## config.mk

```make
export PLATFORM = sky130hd
export DESIGN_NAME = hsync_regen
export DESIGN_NICKNAME = d
export VERILOG_FILES = /design/src/rtl/hsr_pkg.sv /design/src/rtl/hsr_sync_edge.sv /design/src/rtl/hsr_line_meter.sv /design/src/rtl/hsync_regen.sv
export SDC_FILE = /design/constraint.sdc
export NUM_CORES = 1
export LEC_CHECK = 0
export ABC_AREA = 1
export ABC_CLOCK_PERIOD_IN_PS = 1500
export CORE_MARGIN = 8
export CORE_UTILIZATION = 55
export DETAILED_ROUTE_END_ITERATION = 10
export HOLD_SLACK_MARGIN = 0.08
export PLACE_DENSITY_LB_ADDON = 0.1
export SYNTH_ARGS = -nofsm -noshare
export SYNTH_HDL_FRONTEND = slang
export SYNTH_SLANG_ARGS = --single-unit
```

## constraint.sdc

```tcl
create_clock -name clk -period 1.5 [get_ports clk]
set_clock_uncertainty 0.2 [all_clocks]
set_input_delay 0.3 -clock clk [delete_from_list [all_inputs] [get_ports clk]]
set_output_delay 0.3 -clock clk [all_outputs]
set_load 0.02 [all_outputs]
```

## src/rtl/hsr_pkg.sv

```systemverilog
package hsr_pkg;
    localparam int unsigned HSR_SYNC_STAGES = 2;
    localparam int unsigned HSR_LEAD_DELAY  = 3;

    typedef enum logic {
        MODE_TRACK = 1'b0,
        MODE_COAST = 1'b1
    } hsr_mode_e;
endpackage

```

## src/rtl/hsr_sync_edge.sv

```systemverilog
module hsr_sync_edge #(
    parameter int unsigned SYNC_STAGES = hsr_pkg::HSR_SYNC_STAGES,
    parameter int unsigned LEAD_DELAY  = hsr_pkg::HSR_LEAD_DELAY
) (
    input  logic clk,
    input  logic rst_n,
    input  logic raw,
    input  logic invert,
    output logic level,
    output logic lead_dly
);
    typedef struct packed {
        logic [SYNC_STAGES-1:0] sync;
        logic                   prev;
        logic [LEAD_DELAY-1:0]  lead;
    } st_t;

    st_t  st_d, st_q;
    logic lead_now;

    // Polarity is normalised before the synchroniser so that 1 always means active.
    always_comb begin
        st_d      = st_q;
        level     = st_q.sync[SYNC_STAGES-1];
        lead_now  = level & ~st_q.prev;
        lead_dly  = st_q.lead[LEAD_DELAY-1];
        st_d.sync = {st_q.sync[SYNC_STAGES-2:0], raw ^ invert};
        st_d.prev = level;
        st_d.lead = {st_q.lead[LEAD_DELAY-2:0], lead_now};
    end

    always_ff @(posedge clk or negedge rst_n) begin
        if (!rst_n) st_q <= '0;
        else        st_q <= st_d;
    end

    // the level seen by the edge logic is the normalised input, SYNC_STAGES clocks late.
    assert_sync_latency_R4: assert property (@(posedge clk) disable iff (!rst_n)
        level |-> $past(raw ^ invert, SYNC_STAGES));

    // a delayed leading-edge pulse always traces back to an active level LEAD_DELAY clocks earlier.
    assert_lead_delay_R3: assert property (@(posedge clk) disable iff (!rst_n)
        lead_dly |-> $past(level, LEAD_DELAY));
endmodule

```

## src/rtl/hsr_line_meter.sv

```systemverilog
module hsr_line_meter #(
    parameter int unsigned CNT_W = 12
) (
    input  logic             clk,
    input  logic             rst_n,
    input  logic             line_ref,
    output logic [CNT_W-1:0] half,
    output logic             valid
);
    localparam logic [CNT_W-1:0] CNT_MAX = {CNT_W{1'b1}};

    typedef struct packed {
        logic [CNT_W-1:0] cyc;
        logic [CNT_W-1:0] per;
        logic             seen;
    } st_t;

    st_t st_d, st_q;

    always_comb begin
        st_d  = st_q;
        half  = st_q.per >> 1;
        valid = (st_q.per != '0);
        if (line_ref) begin
            st_d.cyc  = '0;
            st_d.seen = 1'b1;
            if (st_q.seen) begin
                st_d.per = (st_q.cyc == CNT_MAX) ? CNT_MAX : st_q.cyc + 1'b1;
            end
        end else if (st_q.cyc != CNT_MAX) begin
            st_d.cyc = st_q.cyc + 1'b1;
        end
    end

    always_ff @(posedge clk or negedge rst_n) begin
        if (!rst_n) st_q <= '0;
        else        st_q <= st_d;
    end

    // the measured period only changes on a reference pulse.
    assert_period_hold_R10: assert property (@(posedge clk) disable iff (!rst_n)
        !line_ref |=> $stable(half));

    // the period becomes valid only after a reference pulse.
    assert_valid_after_ref_R10: assert property (@(posedge clk) disable iff (!rst_n)
        $rose(valid) |-> $past(line_ref));
endmodule

```

## src/rtl/hsync_regen.sv

```systemverilog
module hsync_regen #(
    parameter int unsigned CNT_W = 12
) (
    input  logic clk,
    input  logic rst_n,
    input  logic hs_raw,
    input  logic hs_invert,
    input  logic coast,
    input  logic line_ref,
    output logic hs_out
);
    import hsr_pkg::*;

    localparam logic [CNT_W-1:0] CNT_MAX = {CNT_W{1'b1}};

    typedef struct packed {
        logic             out;
        logic [CNT_W-1:0] cnt;
    } st_t;

    st_t              st_d, st_q;
    logic             level, lead_dly, period_ok;
    logic [CNT_W-1:0] half;
    logic             set_pulse, clr_pulse, timeout;
    hsr_mode_e        mode;

    hsr_sync_edge #(
        .SYNC_STAGES(HSR_SYNC_STAGES),
        .LEAD_DELAY (HSR_LEAD_DELAY)
    ) u_edge (
        .clk     (clk),
        .rst_n   (rst_n),
        .raw     (hs_raw),
        .invert  (hs_invert),
        .level   (level),
        .lead_dly(lead_dly)
    );

    hsr_line_meter #(.CNT_W(CNT_W)) u_meter (
        .clk     (clk),
        .rst_n   (rst_n),
        .line_ref(line_ref),
        .half    (half),
        .valid   (period_ok)
    );

    always_comb begin
        st_d    = st_q;
        mode    = coast ? MODE_COAST : MODE_TRACK;
        timeout = 1'b0;
        case (mode)
            MODE_COAST: begin
                timeout   = st_q.out & period_ok & (st_q.cnt >= half);
                set_pulse = line_ref & level;
            end
            default: begin
                set_pulse = lead_dly & level;
            end
        endcase
        clr_pulse = ~level | timeout;

        if (set_pulse)      st_d.out = 1'b1;
        else if (clr_pulse) st_d.out = 1'b0;

        if (set_pulse)                         st_d.cnt = {{(CNT_W-1){1'b0}}, 1'b1};
        else if (st_q.out && st_q.cnt != CNT_MAX) st_d.cnt = st_q.cnt + 1'b1;
    end

    always_ff @(posedge clk or negedge rst_n) begin
        if (!rst_n) st_q <= '0;
        else        st_q <= st_d;
    end

    assign hs_out = st_q.out;

    // a surviving delayed leading edge raises the output in tracking mode.
    assert_track_rise_R3: assert property (@(posedge clk) disable iff (!rst_n)
        (!coast && lead_dly && level) |=> hs_out);

    // an inactive synchronised sync always drives the output low next clock.
    assert_low_when_idle_R9: assert property (@(posedge clk) disable iff (!rst_n)
        !level |=> !hs_out);

    // in tracking mode, only a delayed leading edge can raise the output.
    assert_track_ignores_ref_R5: assert property (@(posedge clk) disable iff (!rst_n)
        (!coast && !hs_out && !lead_dly) |=> !hs_out);

    // in coast mode, the output rises only on a reference pulse.
    assert_coast_rise_only_ref_R6: assert property (@(posedge clk) disable iff (!rst_n)
        (coast && !hs_out && !line_ref) |=> !hs_out);

    // a reference pulse seen with an active sync starts a pulse.
    assert_coast_ref_starts_R6: assert property (@(posedge clk) disable iff (!rst_n)
        (coast && line_ref && level) |=> hs_out);

    // the half-period timeout ends a coasted pulse.
    assert_timeout_R7: assert property (@(posedge clk) disable iff (!rst_n)
        (coast && hs_out && period_ok && st_q.cnt >= half && !line_ref) |=> !hs_out);

    // no timeout before a period has been measured.
    assert_no_early_timeout_R10: assert property (@(posedge clk) disable iff (!rst_n)
        (coast && hs_out && !period_ok && level) |=> hs_out);
endmodule

```

Word level (Yosys, flattened, before mapping)
Index checks and enable logic that the tools add are counted.
Word-level totals
  bits in registers: 44
  bits in latches: 0
  RAM bits: 0
  bits in read-only memories: 0
  input bits: 6
  output and inout bits: 1
  word-level logic and storage cells: 39
  memories: 0
Operators by class
  $add $sub $neg: 2
  $mul: 0
  divide/modulo/power cells: 0
  order comparisons: 1
  equality and inequality tests: 3
  shift-type cells: 0
  muxes and demuxes: 10
  bitwise operators: 9
  reductions and logical operators: 6
Operator list (count)
  $mux W12: 5
  $add A12 B1 Y12 const B: 2
  $ne A12 B12 Y1 const B: 2
  $eq A12 B12 Y1 const B: 1
  $ge A12 B11 Y1: 1
  $reduce_bool A12 Y1: 1
  $reduce_bool A2 Y1: 3
  $and A1 B1 Y1: 5
  $mux W1: 5
  $not A1 Y1: 2
  $reduce_and A2 Y1: 1
  $logic_and A1 B1 Y1: 1
  $or A1 B1 Y1: 1
  $xor A1 B1 Y1: 1

Longest topological paths before layout
Gate-level depths: netlist (run 1).
  word-level depth: 7
  depth in mapped cells: 12
  gate-level depth less buffers: 12

Cells and area by module
Synthesis (run 1) repeated with hierarchy kept, for this count alone.
Second synthesis, totals
  cells, all modules: 336
  area, all modules: 2643.8 µm²
Modules (own cells, without submodules)
  hsr_line_meter: times used 1, cells each 157, area each 1318.8 µm²
  hsync_regen: times used 1, cells each 166, area each 1148.6 µm²
  hsr_sync_edge: times used 1, cells each 13, area each 176.4 µm²

Worst setup path after synthesis (run 1)
OpenSTA, ideal clock, no wires.
  kind: register to register
  start: register u_meter.st_q[13] (netlist bit)
  end: register u_meter.st_q[14] (netlist bit)
  setup time: 0.117 ns
  arrival: 1.227 ns
  data required time: 1.183 ns
  path slack: -0.044 ns
  stages on the path, launching flop included: 9
  clock period less this slack: 1.544 ns
  cell sequence: dfrtp_1 -> ha_1 -> nand2_2 -> nor2_4 -> nand3_2 -> inv_2 -> nand3_1 -> o21ai_1 -> nor2_1
Between the ends
  cells in the longest elaborated chain, start to end: 3
  elaborated cells between the ends (all ways): 5
  classes of those cells: 1 x add/sub; 1 x eq/ne; 2 x mux; 1 x reduce/logical
Ends and longest elaborated chain
  from (decl): RTL line hsr_line_meter.sv:18  | st_t st_d, st_q;
  from (signal assigned): RTL line hsr_line_meter.sv:37  | else st_q <= st_d;
  $add A12 B1 Y12: RTL line hsr_line_meter.sv:31  | st_d.cyc = st_q.cyc + 1'b1;
  $mux W12: RTL line hsr_line_meter.sv:30  | end else if (st_q.cyc != CNT_MAX) begin
  $mux W12: RTL line hsr_line_meter.sv:24  | if (line_ref) begin
Several ways; a longest one is shown, not always the timed one. The select of a mux whose other input is x is not followed.
A chain may end at the register's enable or synchronous reset.

Worst setup path after layout (run 1)
  start: register u_meter.st_q[14] (netlist bit)
  end: register u_meter.st_q[14] (netlist bit)
The elaborated chain is that of the path after synthesis.

==> results of run 1 <==
-- where the power goes --
group | switching (mW) | leakage [nW] | internal (mW) | total [mW]
Clock | 0.408 | 0.0424 | 0.333 | 0.741
Sequential | 0.116 | 0.572 | 1.29 | 1.41
Combinational | 0.566 | 1.15 | 0.481 | 1.05
-- area by class of cell --
class | count | area [um^2]
multi-input cells | 218 | 1579
flip-flops and latches | 44 | 1104
fillers | 291 | 870.8
repair buffers | 60 | 500.5
inverters | 42 | 180.2
clock buffers | 7 | 76.32
well taps | 52 | 65.06
clock inverters | 1 | 8.758
-- per-stage QoR --
| step | utilization | total power, mW |
|---|---|---|
| floorplan | - | 1.824 |
| global placement | 0.6841 | 2.139 |
| detailed placement | 0.6841 | 2.174 |
| CTS | 0.7409 | 3.044 |
| global route | 0.8014 | 3.391 |
| finish | 0.8014 | 3.198 |
-- metal layers --
layer	track usage	part of all wire
met5	0	0
met1	0.1846	0.40
met2	0.3095	0.55
met3	0.04102	0.026
met4	0.05651	0.018
-- layout by cell type, fill, tap and decap left out, types with 3 or more instances in the layout --
cell             netlist  routed
a21oi_1                6       3
a21oi_2                9      11
buf_4                  0      44
buf_6                  1       8
clkbuf_8               0       5
clkdlybuf4s50_1        0       4
dfrtp_1               44      42
ha_1                  13       9
ha_4                   0       3
inv_1                 37      33
inv_2                  4       4
inv_4                  1       4
nand2_1               79      55
nand2_2                4      20
nand2_4                1       8
nand3_1               15       8
nand3_2                1       8
nand4_1                9       9
nand4_4                1       3
nor2_1                40      33
nor2_2                 4       6
nor2_4                 1       6
nor3_4                 1       3
o21ai_1                5       4
o21ai_2                1       3
xnor2_1                3       3
xor2_1                10       6
xor2_2                 0       4
-- worst register-to-register path: stages (launching register included) --
cell and delay, ns:
dfrtp_1 0.37, ha_2 0.19, nand2_2 0.06, nor2_4 0.20, nand3_2 0.12, inv_4 0.10
nand3_2 0.09, o21ai_2 0.13, nor2_1 0.07
-- Yosys cell counts (2+ instances only) --
cell,number,share of area
nand2_1,79,0.12
dfrtp_1,44,0.44
nor2_1,40,0.060
inv_1,37,0.055
nand3_1,15,0.030
ha_1,13,0.065
xor2_1,10,0.035
a21oi_2,9,0.031
nand4_1,9,0.022
a21oi_1,6,0.012
o21ai_1,5,0.010
inv_2,4,0.0060
nand2_2,4,0.010
nor2_2,4,0.010
xnor2_1,3,0.010
a22oi_1,2,0.0060
a31oi_1,2,0.0050
a31oi_2,2,0.010
nor3_2,2,0.0080
or2_2,2,0.0050
-- registers in the layout, indices dropped and copies added, names as in the netlist --
signal / cells
u_edge.level: 1
u_edge.lead_dly: 1
st_q: 12
u_meter.st_q: 14
u_edge.st_q: 1
hs_out: 1
u_meter.half: 11
u_edge.st_d: 3
-- kinds of logic (layout without fill, tap and decap cells) --
logic type | count (synthesis) | after routing | share of synthesized area
buffers and inverters | 45 | 110 | 0.07167
AO/OA/AOI/OAI | 29 | 29 | 0.08262
flip-flops | 44 | 44 | 0.4380
AND/OR/NAND/NOR | 162 | 163 | 0.2976
XOR/XNOR | 13 | 13 | 0.04530
adder cells (fa/ha/maj) | 13 | 13 | 0.06471
-- worst max path at each step --
| stage | end | slack, ns | start |
|---|---|---|---|
| 2_1_floorplan | hs_out$_DFFE_PN0P_ | -0.008 | st_q[9]$_DFFE_PN0P_ |
| 3_3_place_gp | st_q[5]$_DFFE_PN0P_ | -0.26 | coast |
| 3_5_place_dp | st_q[7]$_DFFE_PN0P_ | -0.32 | coast |
| 4_1_cts | hs_out$_DFFE_PN0P_ | -0.11 | st_q[1]$_DFFE_PN0P_ |
| 5_1_grt | u_meter.st_q[14]$_DFFE_PN0P_ | -0.21 | u_meter.st_q[14]$_DFFE_PN0P_ |
| 6_report | u_meter.st_q[14]$_DFFE_PN0P_ | -0.13 | u_meter.st_q[14]$_DFFE_PN0P_ |
-- timing repair --
action | in CTS | in global routing
gates cloned | 1 | 0
pin swaps | 21 | 35
resized for setup | 28 | 70
hold buffers | 1 | 0
hold endpoints to repair | 44 | 0
endpoints found under the setup margin | 28 | 38
setup buffers | 3 | 1
==> flow_summary.html, run 1 <==
<table>
<tr><th>Metric</th><th>Value</th></tr>
<tr><th colspan="2">Floorplanning</th></tr>
<tr><td>Width of the chip</td><td>83.61 um</td></tr>
<tr><td>Core Footprint</td><td>4384 um^2</td></tr>
<tr><td>Initial cell density of the core</td><td>0.5733</td></tr>
<tr><td>IO Pins</td><td>7</td></tr>
<tr><td>Num rows</td><td>24</td></tr>
<tr><td>Chip height</td><td>83.61 um</td></tr>
<tr><td>Overall die area</td><td>6990 um^2</td></tr>
<tr><th colspan="2">STA</th></tr>
<tr><td>Final cycle utilization of the critical path</td><td>1.086</td></tr>
<tr><td>Setup repair after global routing missed its margin</td><td>yes</td></tr>
<tr><td>Final setup violation count</td><td>33</td></tr>
<tr><td>Final hold viol count</td><td>0</td></tr>
<tr><td>Worst Hold Slack</td><td>0.1531 ns</td></tr>
<tr><td>Worst setup slack after layout</td><td>-0.1290 ns</td></tr>
<tr><td>Number of pins exceeding their max-slew limit in the final report</td><td>0</td></tr>
<tr><td>Worst-margin pin slew</td><td>0.4217 ns</td></tr>
<tr><td>Time the final worst path needs with I/O delays and setup</td><td>1.629 ns</td></tr>
<tr><td>Max Fclk</td><td>613.9 MHz</td></tr>
<tr><td>Max-slew headroom</td><td>0.7169</td></tr>
<tr><td>Final sum of negative setup slack</td><td>-2.132 ns</td></tr>
<tr><th colspan="2">Clock tree</th></tr>
<tr><td>TritonCTS Buffers</td><td>5</td></tr>
<tr><td>Master cell of the clock root buffer</td><td>clkbuf_8</td></tr>
<tr><td>Worst-Skew Late Latency</td><td>0.31 ns</td></tr>
<tr><td>Sink Count</td><td>44</td></tr>
<tr><td>Number of buffers between clock root and the deepest sink</td><td>2</td></tr>
<tr><td>CTS tree</td><td>yes</td></tr>
<tr><td>Clock slew at reported path FFs</td><td>0.09 ns</td></tr>
<tr><td>Maximum level of the CTS H-tree</td><td>2</td></tr>
<tr><th colspan="2">Place</th></tr>
<tr><td>Count of input and output buffers</td><td>6</td></tr>
<tr><td>Cell count after placement</td><td>410</td></tr>
<tr><td>Worst slack at placement</td><td>-0.3193 ns</td></tr>
<tr><td>Post-placement cell area</td><td>2999 um^2</td></tr>
<tr><td>Placer Congestion</td><td>0.8251</td></tr>
<tr><td>DP Wirelength</td><td>4.204 mm</td></tr>
<tr><th colspan="2">Cells and area</th></tr>
<tr><td>Share of cells above drive strength 1</td><td>0.4194</td></tr>
<tr><td>ANT cells</td><td>0</td></tr>
<tr><td>Area added between synthesis and finish</td><td>39.77%</td></tr>
<tr><td>Cell area after layout</td><td>3513 um^2</td></tr>
<tr><td>Post-route insts no fill</td><td>424</td></tr>
<tr><td>Nets</td><td>390</td></tr>
<tr><th colspan="2">Critical path</th></tr>
<tr><td>Arrival time reported for the critical path endpoint</td><td>1.62 ns</td></tr>
<tr><td>FF-to-FF End</td><td>u_meter.st_q[14]$_DFFE_PN0P_</td></tr>
<tr><td>Flop-to-flop setup slack</td><td>-0.13 ns</td></tr>
<tr><td>Crit path top cell by count</td><td>nand3_2</td></tr>
<tr><td>Worst-path cell chain</td><td>ha_2 -&gt; nand2_2 -&gt; nor2_4 -&gt; nand3_2 -&gt; inv_4 -&gt; nand3_2 -&gt; o21ai_2 -&gt; nor2_1</td></tr>
<tr><td>Reg2Reg Launch Point</td><td>u_meter.st_q[14]$_DFFE_PN0P_</td></tr>
<tr><td>Worst reg2reg path depth</td><td>8</td></tr>
<tr><td>Gate family responsible for the most delay along the worst path</td><td>simple AND/OR/NAND/NOR gates</td></tr>
<tr><td>WS Path Type</td><td>reg -&gt; reg</td></tr>
<tr><td>Levels on crit path</td><td>8</td></tr>
<tr><td>Maximum cell stage delay along the critical path</td><td>0.37 ns</td></tr>
<tr><td>CP Data Required Time</td><td>1.49 ns</td></tr>
<tr><td>Max FO, Critical Path</td><td>5</td></tr>
<tr><td>Endpoint kind of the worst setup timing path</td><td>flop</td></tr>
<tr><td>Crit path max-delay cell type</td><td>dfrtp_1</td></tr>
<tr><td>Crit path buffers/inverters</td><td>1</td></tr>
<tr><td>Kind of start point of the critical path</td><td>flop</td></tr>
<tr><th colspan="2">Hold path</th></tr>
<tr><td>Hold Crit Depth</td><td>0</td></tr>
<tr><td>Worst hold path endpoint</td><td>u_edge.level$_DFF_PN0_</td></tr>
<tr><td>HP Class</td><td>reg -&gt; reg</td></tr>
<tr><td>Hold Crit Start</td><td>u_edge.st_d[5]$_DFF_PN0_</td></tr>
<tr><th colspan="2">Logic synthesis</th></tr>
<tr><td>Seq/Total Area, Yosys</td><td>0.4380</td></tr>
<tr><td>Count of state elements after synthesis</td><td>44</td></tr>
<tr><td>Post-synth net total</td><td>325</td></tr>
<tr><td>Synth Warn #</td><td>0</td></tr>
<tr><td>Synthesized instance count</td><td>306</td></tr>
<tr><td>Combined area of all synthesized cells</td><td>2514 um^2</td></tr>
<tr><td>Main flop type after synthesis</td><td>dfrtp_1</td></tr>
<tr><td>Number of synthesized flops with an enable pin</td><td>0</td></tr>
<tr><td>Fraction of synthesis flops using an asynchronous set or reset pin</td><td>1.000</td></tr>
<tr><td>Average size of a mapped cell</td><td>8.215 um^2</td></tr>
<tr><td>Unique cell type count in the Yosys netlist</td><td>34</td></tr>
<tr><th colspan="2">Detailed routing</th></tr>
<tr><td>Post-Route WL</td><td>6.161 mm</td></tr>
<tr><td>Via count</td><td>2192</td></tr>
<tr><td>First drt pass iteration count</td><td>4</td></tr>
<tr><td>Via/cell ratio</td><td>5.170</td></tr>
<tr><td>Remaining antenna violation count after routing</td><td>0</td></tr>
<tr><td>DRC violation total after the first TritonRoute iteration</td><td>90</td></tr>
<tr><td>Routed wirelength normalized by instance count</td><td>14.53 um</td></tr>
<tr><td># DRC</td><td>0</td></tr>
<tr><th colspan="2">Run status</th></tr>
<tr><td>Outcome</td><td>complete, but fails checks</td></tr>
<tr><td>Violated checks</td><td>negative setup slack</td></tr>
<tr><th colspan="2">GRT</th></tr>
<tr><td>Vias in the first global route</td><td>2168</td></tr>
<tr><td>Largest net degree at the start of global routing</td><td>30</td></tr>
<tr><td>Combined global-route utilization of all metal layers</td><td>0.1693</td></tr>
<tr><td>Final global-route overflow total</td><td>0</td></tr>
<tr><td>Wire length of the first global-routing pass</td><td>9.735 mm</td></tr>
<tr><td>Initial antenna violation count</td><td>0</td></tr>
<tr><th colspan="2">Power</th></tr>
<tr><td>Largest vdd supply drop</td><td>0.5824 mV</td></tr>
<tr><td>Power Dens Cells</td><td>910.3 nW/um^2</td></tr>
<tr><td>Total leakage power</td><td>1.762 nW</td></tr>
<tr><th colspan="2">Job</th></tr>
<tr><td>Max-cap violation count</td><td>0</td></tr>
</table>
No activity file was read; power rests on OpenSTA's default activity.
==> inputs of run 2 (changes only) <==
- ABC_CLOCK_PERIOD_IN_PS: 1500 -> 2100
- clock period: 1.5 -> 2.1 ns (I/O delays scaled with it)
==> flow_summary.html, run 2 (synthesis gave the netlist of run 1 again) <==
<table>
<tr><th>Metric</th><th>Value</th></tr>
<tr><th colspan="2">STA</th></tr>
<tr><td>Setup repair after global routing missed its margin</td><td>no</td></tr>
<tr><td>Final sum of negative setup slack</td><td>0 ns (+2.132 ns)</td></tr>
<tr><td>Max-slew headroom</td><td>0.5643 (-0.1526)</td></tr>
<tr><td>Worst setup slack after layout</td><td>0.09023 ns (+0.2192 ns)</td></tr>
<tr><td>Max Fclk</td><td>497.6 MHz</td></tr>
<tr><td>Time the final worst path needs with I/O delays and setup</td><td>2.010 ns</td></tr>
<tr><td>Final cycle utilization of the critical path</td><td>0.9570</td></tr>
<tr><td>Number of pins exceeding their max-slew limit in the final report</td><td>0 (unchanged)</td></tr>
<tr><td>Final setup violation count</td><td>0 (-100%)</td></tr>
<tr><td>Worst-margin pin slew</td><td>0.6536 ns (+0.2320 ns)</td></tr>
<tr><td>Final hold viol count</td><td>0 (unchanged)</td></tr>
<tr><td>Worst Hold Slack</td><td>0.1504 ns (-0.002734 ns)</td></tr>
<tr><th colspan="2">Clock tree</th></tr>
<tr><td>Number of buffers between clock root and the deepest sink</td><td>2 (unchanged)</td></tr>
<tr><td>Sink Count</td><td>44 (unchanged)</td></tr>
<tr><td>CTS tree</td><td>yes</td></tr>
<tr><td>Maximum level of the CTS H-tree</td><td>2 (unchanged)</td></tr>
<tr><td>Post-CTS Setup Inserts</td><td>0 (-3)</td></tr>
<tr><td>TritonCTS Buffers</td><td>5 (unchanged)</td></tr>
<tr><td>Clock slew at reported path FFs</td><td>0.08 ns (about the same)</td></tr>
<tr><td>Worst-Skew Late Latency</td><td>0.30 ns (about the same)</td></tr>
<tr><td>Master cell of the clock root buffer</td><td>clkbuf_8</td></tr>
<tr><th colspan="2">Floorplanning</th></tr>
<tr><td>Initial cell density of the core</td><td>0.5733 (unchanged)</td></tr>
<tr><td>Num rows</td><td>24 (unchanged)</td></tr>
<tr><td>IO Pins</td><td>7 (unchanged)</td></tr>
<tr><td>Width of the chip</td><td>83.61 um (unchanged)</td></tr>
<tr><td>Chip height</td><td>83.61 um (unchanged)</td></tr>
<tr><td>Core Footprint</td><td>4384 um^2 (unchanged)</td></tr>
<tr><td>Overall die area</td><td>6990 um^2 (unchanged)</td></tr>
<tr><th colspan="2">GRT</th></tr>
<tr><td>Initial antenna violation count</td><td>0 (unchanged)</td></tr>
<tr><td>Largest net degree at the start of global routing</td><td>31 (+3.3%)</td></tr>
<tr><td>Vias in the first global route</td><td>1916 (-12%)</td></tr>
<tr><td>Final global-route overflow total</td><td>0 (unchanged)</td></tr>
<tr><td>Combined global-route utilization of all metal layers</td><td>0.1457 (-0.02359)</td></tr>
<tr><td>Wire length of the first global-routing pass</td><td>8.556 mm (-12%)</td></tr>
<tr><th colspan="2">Critical path</th></tr>
<tr><td>Reg2Reg Launch Point</td><td>u_meter.st_q[13]$_DFFE_PN0P_</td></tr>
<tr><td>Crit path buffers/inverters</td><td>1 (unchanged)</td></tr>
<tr><td>Crit path to</td><td>hs_out</td></tr>
<tr><td>Arrival time reported for the critical path endpoint</td><td>1.39 ns (-0.23 ns)</td></tr>
<tr><td>Flop-to-flop setup slack</td><td>0.26 ns (+0.39 ns)</td></tr>
<tr><td>Kind of start point of the critical path</td><td>flop</td></tr>
<tr><td>Crit path max-delay cell type</td><td>clkdlybuf4s50_1</td></tr>
<tr><td>Max FO, Critical Path</td><td>4 (-1)</td></tr>
<tr><td>CP Data Required Time</td><td>1.48 ns (about the same)</td></tr>
<tr><td>FF-to-FF End</td><td>u_meter.st_q[19]$_DFFE_PN0P_</td></tr>
<tr><td>WS Path Type</td><td>reg -&gt; out</td></tr>
<tr><td>Gate family responsible for the most delay along the worst path</td><td>buffers and inverters</td></tr>
<tr><td>Endpoint kind of the worst setup timing path</td><td>output port</td></tr>
<tr><td>Worst reg2reg path depth</td><td>6 (-2)</td></tr>
<tr><td>Critical Path Start</td><td>hs_out$_DFFE_PN0P_</td></tr>
<tr><td>Levels on crit path</td><td>1 (-7)</td></tr>
<tr><td>Worst-path cell chain</td><td>clkdlybuf4s50_1</td></tr>
<tr><td>Maximum cell stage delay along the critical path</td><td>0.64 ns (+0.27 ns)</td></tr>
<tr><th colspan="2">Hold path</th></tr>
<tr><td>HP Class</td><td>reg -&gt; reg</td></tr>
<tr><td>Hold Crit Depth</td><td>0 (unchanged)</td></tr>
<tr><th colspan="2">Detailed routing</th></tr>
<tr><td>Via/cell ratio</td><td>5.115 (-1.1%)</td></tr>
<tr><td>DRC violation total after the first TritonRoute iteration</td><td>72 (-20%)</td></tr>
<tr><td>Remaining antenna violation count after routing</td><td>0 (unchanged)</td></tr>
<tr><td>Post-Route WL</td><td>4.661 mm (-24%)</td></tr>
<tr><td>First drt pass iteration count</td><td>4 (unchanged)</td></tr>
<tr><td>Via count</td><td>1918 (-13%)</td></tr>
<tr><td>Routed wirelength normalized by instance count</td><td>12.43 um (-14%)</td></tr>
<tr><td># DRC</td><td>0 (unchanged)</td></tr>
<tr><th colspan="2">Power</th></tr>
<tr><td>Power Dens Cells</td><td>710.6 nW/um^2 (-22%)</td></tr>
<tr><td>Combinational fraction of design power</td><td>0.203 (-0.125)</td></tr>
<tr><td>Sw Ratio</td><td>0.3127 (-0.02845)</td></tr>
<tr><td>Net switching component of the power</td><td>0.6127 mW (-44%)</td></tr>
<tr><td>Largest vdd supply drop</td><td>0.4561 mV (-22%)</td></tr>
<tr><td>Proportion of power drawn by flip-flops and latches</td><td>0.514 (+0.073)</td></tr>
<tr><td>Clk network pwr share</td><td>0.283 (+0.051)</td></tr>
<tr><td>Pwr Total</td><td>1.960 mW (-39%)</td></tr>
<tr><td>Total leakage power</td><td>1.369 nW (-22%)</td></tr>
<tr><td>Cell internal pwr</td><td>1.347 mW (-36%)</td></tr>
<tr><th colspan="2">Job</th></tr>
<tr><td>Max-cap violation count</td><td>0 (unchanged)</td></tr>
<tr><th colspan="2">Cells and area</th></tr>
<tr><td>Largest register FFs</td><td>14 (unchanged)</td></tr>
<tr><td>Cell area after layout</td><td>2758 um^2 (-22%)</td></tr>
<tr><td>Commonest cells after routing, fill and taps aside</td><td>nand2_1 (79), dfrtp_1 (44), nor2_1 (40)</td></tr>
<tr><td>ANT cells</td><td>0 (unchanged)</td></tr>
<tr><td>Count of filler cells inserted in the layout</td><td>395 (+36%)</td></tr>
<tr><td>Most flops, register</td><td>u_meter.st_q</td></tr>
<tr><td>Nets</td><td>341 (-13%)</td></tr>
<tr><td>Finished Core Util</td><td>0.6290 (-0.1724)</td></tr>
<tr><td>Commonest non-fill, non-tap cell in the layout</td><td>nand2_1</td></tr>
<tr><td>Area added between synthesis and finish</td><td>9.706%</td></tr>
<tr><td>Share of cells above drive strength 1</td><td>0.1517 (-0.2677)</td></tr>
<tr><td>Post-route insts no fill</td><td>375 (-12%)</td></tr>
<tr><th colspan="2">Run status</th></tr>
<tr><td>Outcome</td><td>complete, no violations</td></tr>
<tr><th colspan="2">Place</th></tr>
<tr><td>Placer Congestion</td><td>0.8123 (-1.6%)</td></tr>
<tr><td>Worst slack at placement</td><td>0.07749 ns (+0.3968 ns)</td></tr>
<tr><td>Post-placement cell area</td><td>2651 um^2 (-12%)</td></tr>
<tr><td>Count of input and output buffers</td><td>6 (unchanged)</td></tr>
<tr><td>DP Wirelength</td><td>3.754 mm (-11%)</td></tr>
<tr><td>Cell count after placement</td><td>366 (-11%)</td></tr>
</table>
[run 2: cell types whose count changed in the layout (fill, tap and decap cells not counted), sizes merged]
cell,before,now
nand4,12,11
clkbuf,8,6
clkinv,2,1
clkdlybuf4s50,4,5
buf,54,6
inv,41,43
[run 2: layout make-up]
| cell class | count | area [um^2] | area share |
|---|---|---|---|
| multi-input cells | 217 | 1232 | 0.4469 |
| flip-flops and latches | 44 | 1101 | 0.3993 |
| inverters | 42 | 160.2 | 0.05808 |
| repair buffers | 12 | 102.6 | 0.03721 |
| clock buffers | 6 | 82.58 | 0.02995 |
| well taps | 52 | 65.06 | 0.02359 |
| clock inverters | 2 | 13.76 | 0.004991 |
[run 2: worst min-delay path by stage]
stage | from | endpoint | slack, ns
finish | u_edge.st_d[5]$_DFF_PN0_ | u_edge.level$_DFF_PN0_ | 0.15
global route | u_edge.st_d[5]$_DFF_PN0_ | u_edge.level$_DFF_PN0_ | 0.16
CTS | u_edge.st_d[5]$_DFF_PN0_ | u_edge.level$_DFF_PN0_ | 0.16
detailed placement | u_edge.st_d[5]$_DFF_PN0_ | u_edge.level$_DFF_PN0_ | 0.14
global placement | u_edge.st_d[1]$_DFF_PN0_ | u_edge.st_d[2]$_DFF_PN0_ | 0.13
floorplan | rst_n | hs_out$_DFFE_PN0P_ | -0.08
[run 2: power by group through the flow]
stage	Sequential (mW)	Clock [mW]	Combinational, mW
final	1.01	0.555	0.398
after global routing	1.02	0.610	0.470
after CTS	1.01	0.572	0.401
after detailed placement	1.02	0	0.398
after global placement	1.02	0	0.386
after floorplan	1.00	0	0.298
[run 2: what timing repair did]
action | 4_1_cts | 5_1_grt
resized for setup | 0 | 0
hold buffers | 1 | 0
hold endpoints to repair | 28 | 0
[run 2: layer usage]
metal	GRT usage	part of all wire	vias up
li1	-	-	1012
met1	0.1650	0.45	879
met2	0.2568	0.51	23
met3	0.03320	0.026	4
met4	0.05651	0.011	0
met5	0	0	-
